--- config.mk ---
export PLATFORM = sky130hd
export DESIGN_NAME = rbk_regfile
export DESIGN_NICKNAME = d
export VERILOG_FILES = /design/src/rtl/rbk_pkg.sv /design/src/rtl/rbk_ctrl.sv /design/src/rtl/rbk_datapath.sv /design/src/rtl/rbk_regfile.sv
export SDC_FILE = /design/constraint.sdc
export NUM_CORES = 1
export LEC_CHECK = 0
export BUFFER_PORTS_ARGS = -buffer_cell sky130_fd_sc_hd__buf_2
export CAP_MARGIN = 20
export CORE_UTILIZATION = 50
export CTS_CLUSTER_DIAMETER = 80
export CTS_CLUSTER_SIZE = 28
export DETAILED_ROUTE_END_ITERATION = 6
export GPL_TIMING_DRIVEN = 0
export MAX_ROUTING_LAYER = met4
export PLACE_DENSITY = 0.69
export SETUP_SLACK_MARGIN = 0.15
export SYNTH_ARGS = -nofsm -noshare
export SYNTH_HDL_FRONTEND = slang
export SYNTH_SLANG_ARGS = --single-unit
--- constraint.sdc ---
create_clock -name clk -period 1.4 [get_ports clk]
set_input_delay 0.28 -clock clk [delete_from_list [all_inputs] [get_ports clk]]
set_output_delay 0.28 -clock clk [all_outputs]
set_load 0.01 [all_outputs]
--- src/rtl/rbk_pkg.sv ---
package rbk_pkg;
  localparam int NUM_REGS = 7;
  localparam int SEL_W    = $clog2(NUM_REGS + 1);
  localparam int FLAG_W   = 8;
  localparam int IDX_USP  = 5;
  localparam int IDX_SSP  = 6;
  localparam logic [FLAG_W-1:0] STAT_RESET = 8'h04;

  typedef struct packed {
    logic                rdLoad;
    logic [NUM_REGS-1:0] wrHot;
    logic                flagLoad;
    logic                commit;
    logic                restore;
  } ctrlStrobes_t;
endpackage

--- src/rtl/rbk_ctrl.sv ---
module rbk_ctrl
  import rbk_pkg::*;
(
  input  logic             rdEn,
  input  logic [SEL_W-1:0] rdSel,
  input  logic             wrEn,
  input  logic [SEL_W-1:0] wrSel,
  input  logic             flagWe,
  input  logic             instrDone,
  input  logic             abortReq,
  output ctrlStrobes_t     strobes
);
  localparam logic [SEL_W-1:0] LAST_SEL = SEL_W'(NUM_REGS - 1);

  always_comb begin
    strobes.rdLoad = rdEn && (rdSel <= LAST_SEL);
    for (int i = 0; i < NUM_REGS; i++) begin
      strobes.wrHot[i] = wrEn && (wrSel == SEL_W'(i));
    end
    strobes.restore  = abortReq;
    strobes.commit   = instrDone && !abortReq;
    strobes.flagLoad = flagWe && !abortReq;
  end
endmodule

--- src/rtl/rbk_datapath.sv ---
module rbk_datapath
  import rbk_pkg::*;
#(
  parameter int DATA_W = 32
) (
  input  logic              clk,
  input  logic              rstN,
  input  ctrlStrobes_t      strobes,
  input  logic [SEL_W-1:0]  rdSel,
  input  logic [DATA_W-1:0] wrData,
  input  logic [FLAG_W-1:0] flagData,
  output logic [DATA_W-1:0] rdData,
  output logic [FLAG_W-1:0] statusOut
);
  logic [NUM_REGS-1:0][DATA_W-1:0] work;

  for (genvar i = 0; i < NUM_REGS; i++) begin : g_reg
    if (i == IDX_USP || i == IDX_SSP) begin : g_rollback
      logic [DATA_W-1:0] workQ, fallQ, workNext;
      always_comb workNext = strobes.wrHot[i] ? wrData : workQ;
      always_ff @(posedge clk or negedge rstN) begin
        if (!rstN) begin
          workQ <= '0;
          fallQ <= '0;
        end else if (strobes.restore) begin
          workQ <= fallQ;
        end else begin
          workQ <= workNext;
          if (strobes.commit) fallQ <= workNext;
        end
      end
      assign work[i] = workQ;
    end else begin : g_plain
      logic [DATA_W-1:0] workQ;
      always_ff @(posedge clk or negedge rstN) begin
        if (!rstN)                  workQ <= '0;
        else if (strobes.wrHot[i])  workQ <= wrData;
      end
      assign work[i] = workQ;
    end
  end

  logic [FLAG_W-1:0] statWork, statFall, statNext;
  always_comb statNext = strobes.flagLoad ? flagData : statWork;

  always_ff @(posedge clk or negedge rstN) begin
    if (!rstN) begin
      statWork <= STAT_RESET;
      statFall <= STAT_RESET;
    end else if (strobes.restore) begin
      statWork <= statFall;
    end else begin
      statWork <= statNext;
      if (strobes.commit) statFall <= statNext;
    end
  end
  assign statusOut = statWork;

  always_ff @(posedge clk or negedge rstN) begin
    if (!rstN)               rdData <= '0;
    else if (strobes.rdLoad) rdData <= work[rdSel];
  end
endmodule

--- src/rtl/rbk_regfile.sv ---
module rbk_regfile
  import rbk_pkg::*;
#(
  parameter int DATA_W = 32
) (
  input  logic              clk,
  input  logic              rstN,
  input  logic              rdEn,
  input  logic [2:0]        rdSel,
  input  logic              wrEn,
  input  logic [2:0]        wrSel,
  input  logic [DATA_W-1:0] wrData,
  input  logic              flagWe,
  input  logic [7:0]        flagData,
  input  logic              instrDone,
  input  logic              abortReq,
  output logic [DATA_W-1:0] rdData,
  output logic [7:0]        statusOut
);
  ctrlStrobes_t strobes;

  rbk_ctrl u_ctrl (
    .rdEn(rdEn), .rdSel(rdSel), .wrEn(wrEn), .wrSel(wrSel),
    .flagWe(flagWe), .instrDone(instrDone), .abortReq(abortReq),
    .strobes(strobes)
  );

  rbk_datapath #(.DATA_W(DATA_W)) u_dp (
    .clk(clk), .rstN(rstN), .strobes(strobes), .rdSel(rdSel),
    .wrData(wrData), .flagData(flagData),
    .rdData(rdData), .statusOut(statusOut)
  );
endmodule

Yosys cells after proc, flatten, opt, wreduce, memory -nomap -nowiden
Index checks and enable logic that the tools add are counted.
{"block": "classes", "n_lt_le_gt_ge": 2, "n_eq_ne": 6, "n_mux": 8, "bitwise_logic": 1, "reduce_logical": 13}
{"op": "32-bit two-way mux", "n": 5}
{"op": "32-bit binary-select mux with 3-bit select", "n": 1}
{"op": "8-bit two-way mux", "n": 2}
{"op": "1-bit logical AND", "n": 10}
{"op": "3-bit == test, second input constant", "n": 3}
{"op": "3-bit by 2-bit == test with 1-bit output, second input constant", "n": 2}
{"op": "3-bit by 4-bit < comparator with 1-bit output, second input constant", "n": 1}
{"op": "3-bit by 1-bit == test with 1-bit output, second input constant", "n": 1}
{"op": "3-bit less-or-equal comparator, second input constant", "n": 1}
{"op": "3-bit zero test", "n": 1}
{"op": "2-bit AND reduction", "n": 1}
{"op": "1-bit zero test", "n": 1}
{"op": "1-bit inverter", "n": 1}
{"block": "totals", "register_bits": 336, "input_bits": 53, "output_inout_bits": 40, "wordCells": 42}

Logic depth before layout (Yosys ltp)
{"block": "logic_depth", "word_depth": 4, "mapped_depth": 6, "mapped_depth_nobuf": 3}

By module
Synthesis repeated with hierarchy kept, for this count alone.
{"block": "unflattened", "hier_cells": 1038, "hier_area_um2": 15153.3}
{"module": "rbk_datapath", "instances": 1, "cells_each": 1021, "area_per_inst_um2": 15055.7, "seq_area_each_um2": 8410.6}
{"module": "rbk_ctrl", "instances": 1, "cells_each": 17, "area_per_inst_um2": 97.6, "seq_area_each_um2": 0.0}

Worst setup path after synthesis
Ideal clock, no wire load.
{"block": "synth_path", "kind": "in2reg", "from": "input wrEn", "to": "register u_dp.g_reg[1].g_plain.workQ[14]", "setup_ns": 0.125, "arrival_ns": 1.394, "required_time_ns": 1.275, "path_slack_ns": -0.119, "cell_stages": 5, "path_buffers": 3, "cell_sequence": "buf_2 nor4bb_1 clkbuf_2 buf_4 mux2_2"}
{"block": "synth_between", "elab_chain_len": 1}
{"element": "start, declared", "line": "rbk_regfile.sv:10", "text": "input logic wrEn,"}
{"element": "1-bit logical AND", "line": "rbk_ctrl.sv:18", "text": "strobes.wrHot[i] = wrEn && (wrSel == SEL_W'(i));"}
{"element": "end signal, assigned", "line": "rbk_datapath.sv:37", "text": "else if (strobes.wrHot[i]) workQ <= wrData;"}
{"element": "end, declared", "line": "rbk_datapath.sv:34", "text": "logic [DATA_W-1:0] workQ;"}
Every way passes these cells.
A chain may end at the register's enable or synchronous reset.

Worst setup path in the final report
{"block": "layout_path", "from": "register u_dp.statWork[2] (netlist: u_dp.statusOut[2])", "to": "output statusOut[2]"}
{"element": "start, declared", "line": "rbk_datapath.sv:43", "text": "logic [FLAG_W-1:0] statWork, statFall, statNext;"}
{"element": "start signal, assigned", "line": "rbk_datapath.sv:51", "text": "statWork <= statFall;"}
{"element": "start signal, assigned", "line": "rbk_datapath.sv:53", "text": "statWork <= statNext;"}
{"element": "end, declared", "line": "rbk_regfile.sv:18", "text": "output logic [7:0] statusOut"}
No word-level cell between the ends.

==> results.cfg <==
[run_status]
status = complete, but fails checks
violations = negative hold slack, negative setup slack

[timing]
setup_viol = 2
tightest_slew_ns = 0.7934
drv_slew = 0
post-route-period-util_pct = 103.2
setup_ws_ns = -0.04442
max_freq_mhz = 692.3
slew_headroom_pct = 47.11
timing.hold.ws_ns = -0.3452
hold_viol_final = 80
finalClockSkew_ns = 0.01179
grt_setup_unrepaired = yes
final.min_clock_period_ns = 1.444

[place]
dpl_worst_slack_ns = -0.6775
dp.cells = 1537
dpl.hpwl_mm = 22.58
io_buffer_count = 85
gp_congestion = 0.7934

[die]
core_area_um2 = 29870
die_w_um = 177.1
start_util_pct = 51.31
die_h_um = 177.1
die-area_um2 = 31360
rows = 63
pin_count = 93

[route]
ant_nets = 0
drc = 0
finalWirelength_mm = 34.67
viasPerCell = 5.764
wl_per_cell_um = 21.68
drt_first_iter_violations = 408
drt-pass1-iter-count = 4
vias = 9217

[worst_setup_path]
end_kind = output pin
reg2reg_from = u_dp.g_reg[6].g_rollback.workQ[31]$_DFF_PN0_
r2r_cells = 3
r2r-end = u_dp.rdData[31]$_DFFE_PN0P_
reg2reg_slack_ns = 0.22
path_class = reg2out
crit_chain = buf_6
worstPathMaxFanout = 2
worstSetupStartpointType = flip-flop
required_ns = 1.12
path_buf_inv = 1
cp_slowest_cell = dfstp_2
cp_top_family = flip-flops
cpPeakStageDelay_ns = 0.56
crit_arrival_ns = 1.16

[clock_network]
insertion_delay_ns = 0.51
cts-root-buf = clkbuf_16
clk_pin_slew_ns = 0.10
cts_tree = yes
cts-buffers-inserted = 16
cts.path.max_buffers = 3
htree_levels = 1
cts.sinks = 336

[synth]
netlist_area_um2 = 15330
syn_nets = 1112
synthTopCellsByArea = dfrtp_1, mux2_2, mux2i_1, mux2_4, o22a_1
yosys.area.top_type_share_pct = 54.53
yosysSeqAreaShare_pct = 54.87
synth_warnings = 0
ys_types = 30
synth_area_leader_cell = dfrtp_1
synthCells = 1059
ys_ff_latch = 336
syn_avg_cell_area_um2 = 14.47

[power_and_ir_drop]
p_leak_nw = 8.167
peakVddDrop_mv = 1.224
cellPowerDensity_nw_per_um2 = 1565

[finish]
post-route-util_pct = 59.12
n_fill_cell = 2374
drive_gt1_share_pct = 49.21
finalNonFillerCells = 1599
final_common_cell = dfrtp_1
nNetsFinal = 1252
area_growth_pct = 15.22
final_cell_mix = dfrtp_1, mux2_2, mux2_4

[global_route]
grt_pass1_vias = 9707
grt_start_max_net_pins = 85
antenna_found_initial = 2
grt_usage_pct = 23.30
grt-ovfl-total = 0
grt_pass1_wl_mm = 54.63

[flow_run]
max_cap_violations = 0

[hold_path]
hold_class = in2async
## synthesized netlist by cell type
cell type / count
buf_1: 1
mux2_4: 40
nor3_2: 1
o21ai_0: 16
nand4b_1: 1
and2_1: 1
nor4bb_1: 2
buf_2: 29
a21oi_1: 31
buf_4: 13
dfrtp_1: 334
nand2b_1: 5
o22a_1: 32
a22oi_1: 31
and3b_1: 1
nand4b_4: 2
nor2_1: 1
clkbuf_2: 2
mux2i_1: 79
a21boi_0: 1
nand3_1: 2
nor4b_4: 1
mux2_2: 332
buf_6: 7
clkbuf_1: 29
dfstp_2: 2
nand2_1: 18
a41o_1: 1
mux2_1: 13
a31oi_1: 31
## where the power goes
group / leakage (nW) / switching, mW / internal [mW] / total (mW)
logic: 3.79 / 2.65 / 4.69 / 7.34
registers: 4.10 / 1.60 / 12.8 / 14.4
clock network: 0.276 / 3.10 / 2.84 / 5.94
total: 8.17 / 7.35 / 20.3 / 27.6
## what timing repair did
item	in CTS	in global routing
cloned	1	1
endpoints found under the setup margin	117	153
buffers inserted	18	14
resized for setup	4	14
hold endpoints to repair	80	80
## metal layers
metal  GRT usage (%)  up-vias  wire length, um
met4           5.136        0              654
met5               -        -                0
met2           38.12      150            17010
li1                -     4162                -
met1           31.38     4868            15890
met3           2.427       37             1119
## logic make-up after synthesis
| kind of cell | Yosys count | share of synthesized area (%) |
|---|---|---|
| AOI/OAI and AO/OA | 143 | 6.261 |
| DFF | 336 | 54.87 |
| and+or+nand+nor | 35 | 1.551 |
| muxes | 464 | 34.42 |
| buffers and inverters | 81 | 2.898 |
## state kept, by name, summed over array words and instances, names as in the netlist
name and flops:
u_dp.g.g_plain.workQ 160, u_dp.g.g_rollback.fallQ 64, u_dp.g.g_rollback.workQ 64, u_dp.rdData 32, u_dp.statFall 8, u_dp.statusOut 8
## metrics by stage
step	TNS, ns	area, um2	power (mW)	hold slack [ns]
3_5_place_dp	-143.84	16750	21.53	0.3116
3_3_place_gp	-2233.72	16650	21.15	0.4628
5_1_grt	-0.1543	17660	29.09	-0.3092
4_1_cts	-0.09954	17490	27.67	-0.3124
6_report	-0.05795	17660	27.63	-0.3452
2_1_floorplan	-10.02	15740	19.57	-0.01559
## area by class of cell
| type | instances | area [um2] | share of cell area, % |
|---|---|---|---|
| Sequential cell | 336 | 8411 | 47.62 |
| Clock inverter | 4 | 73.82 | 0.4180 |
| Timing Repair Buffer | 122 | 858.3 | 4.860 |
| Multi-Input combinational cell | 642 | 6721 | 38.06 |
| Buffer | 81 | 619.3 | 3.507 |
| Clock buffer | 22 | 484.2 | 2.742 |
| Antenna cell | 2 | 5.005 | 0.02834 |
| Tap cell | 390 | 488.0 | 2.763 |
## how the worst max path moves through the flow
stage	startpoint	to	slack (ns)	cells after the start
6_report	u_dp.statusOut[2]$_DFF_PN1_	statusOut[2]	-0.04	1
3_3_place_gp	rstN	u_dp.g_reg[1].g_plain.workQ[26]$_DFFE_PN0P_	-6.49	1
4_1_cts	u_dp.statusOut[2]$_DFF_PN1_	statusOut[2]	-0.07	1
5_1_grt	u_dp.statusOut[2]$_DFF_PN1_	statusOut[2]	-0.09	1
3_5_place_dp	rstN	u_dp.g_reg[5].g_rollback.fallQ[26]$_DFFE_PN0P_	-0.68	4
2_1_floorplan	wrSel[1]	u_dp.g_reg[5].g_rollback.fallQ[10]$_DFFE_PN0P_	-0.07	5
(Power assumes the default switching activity.)
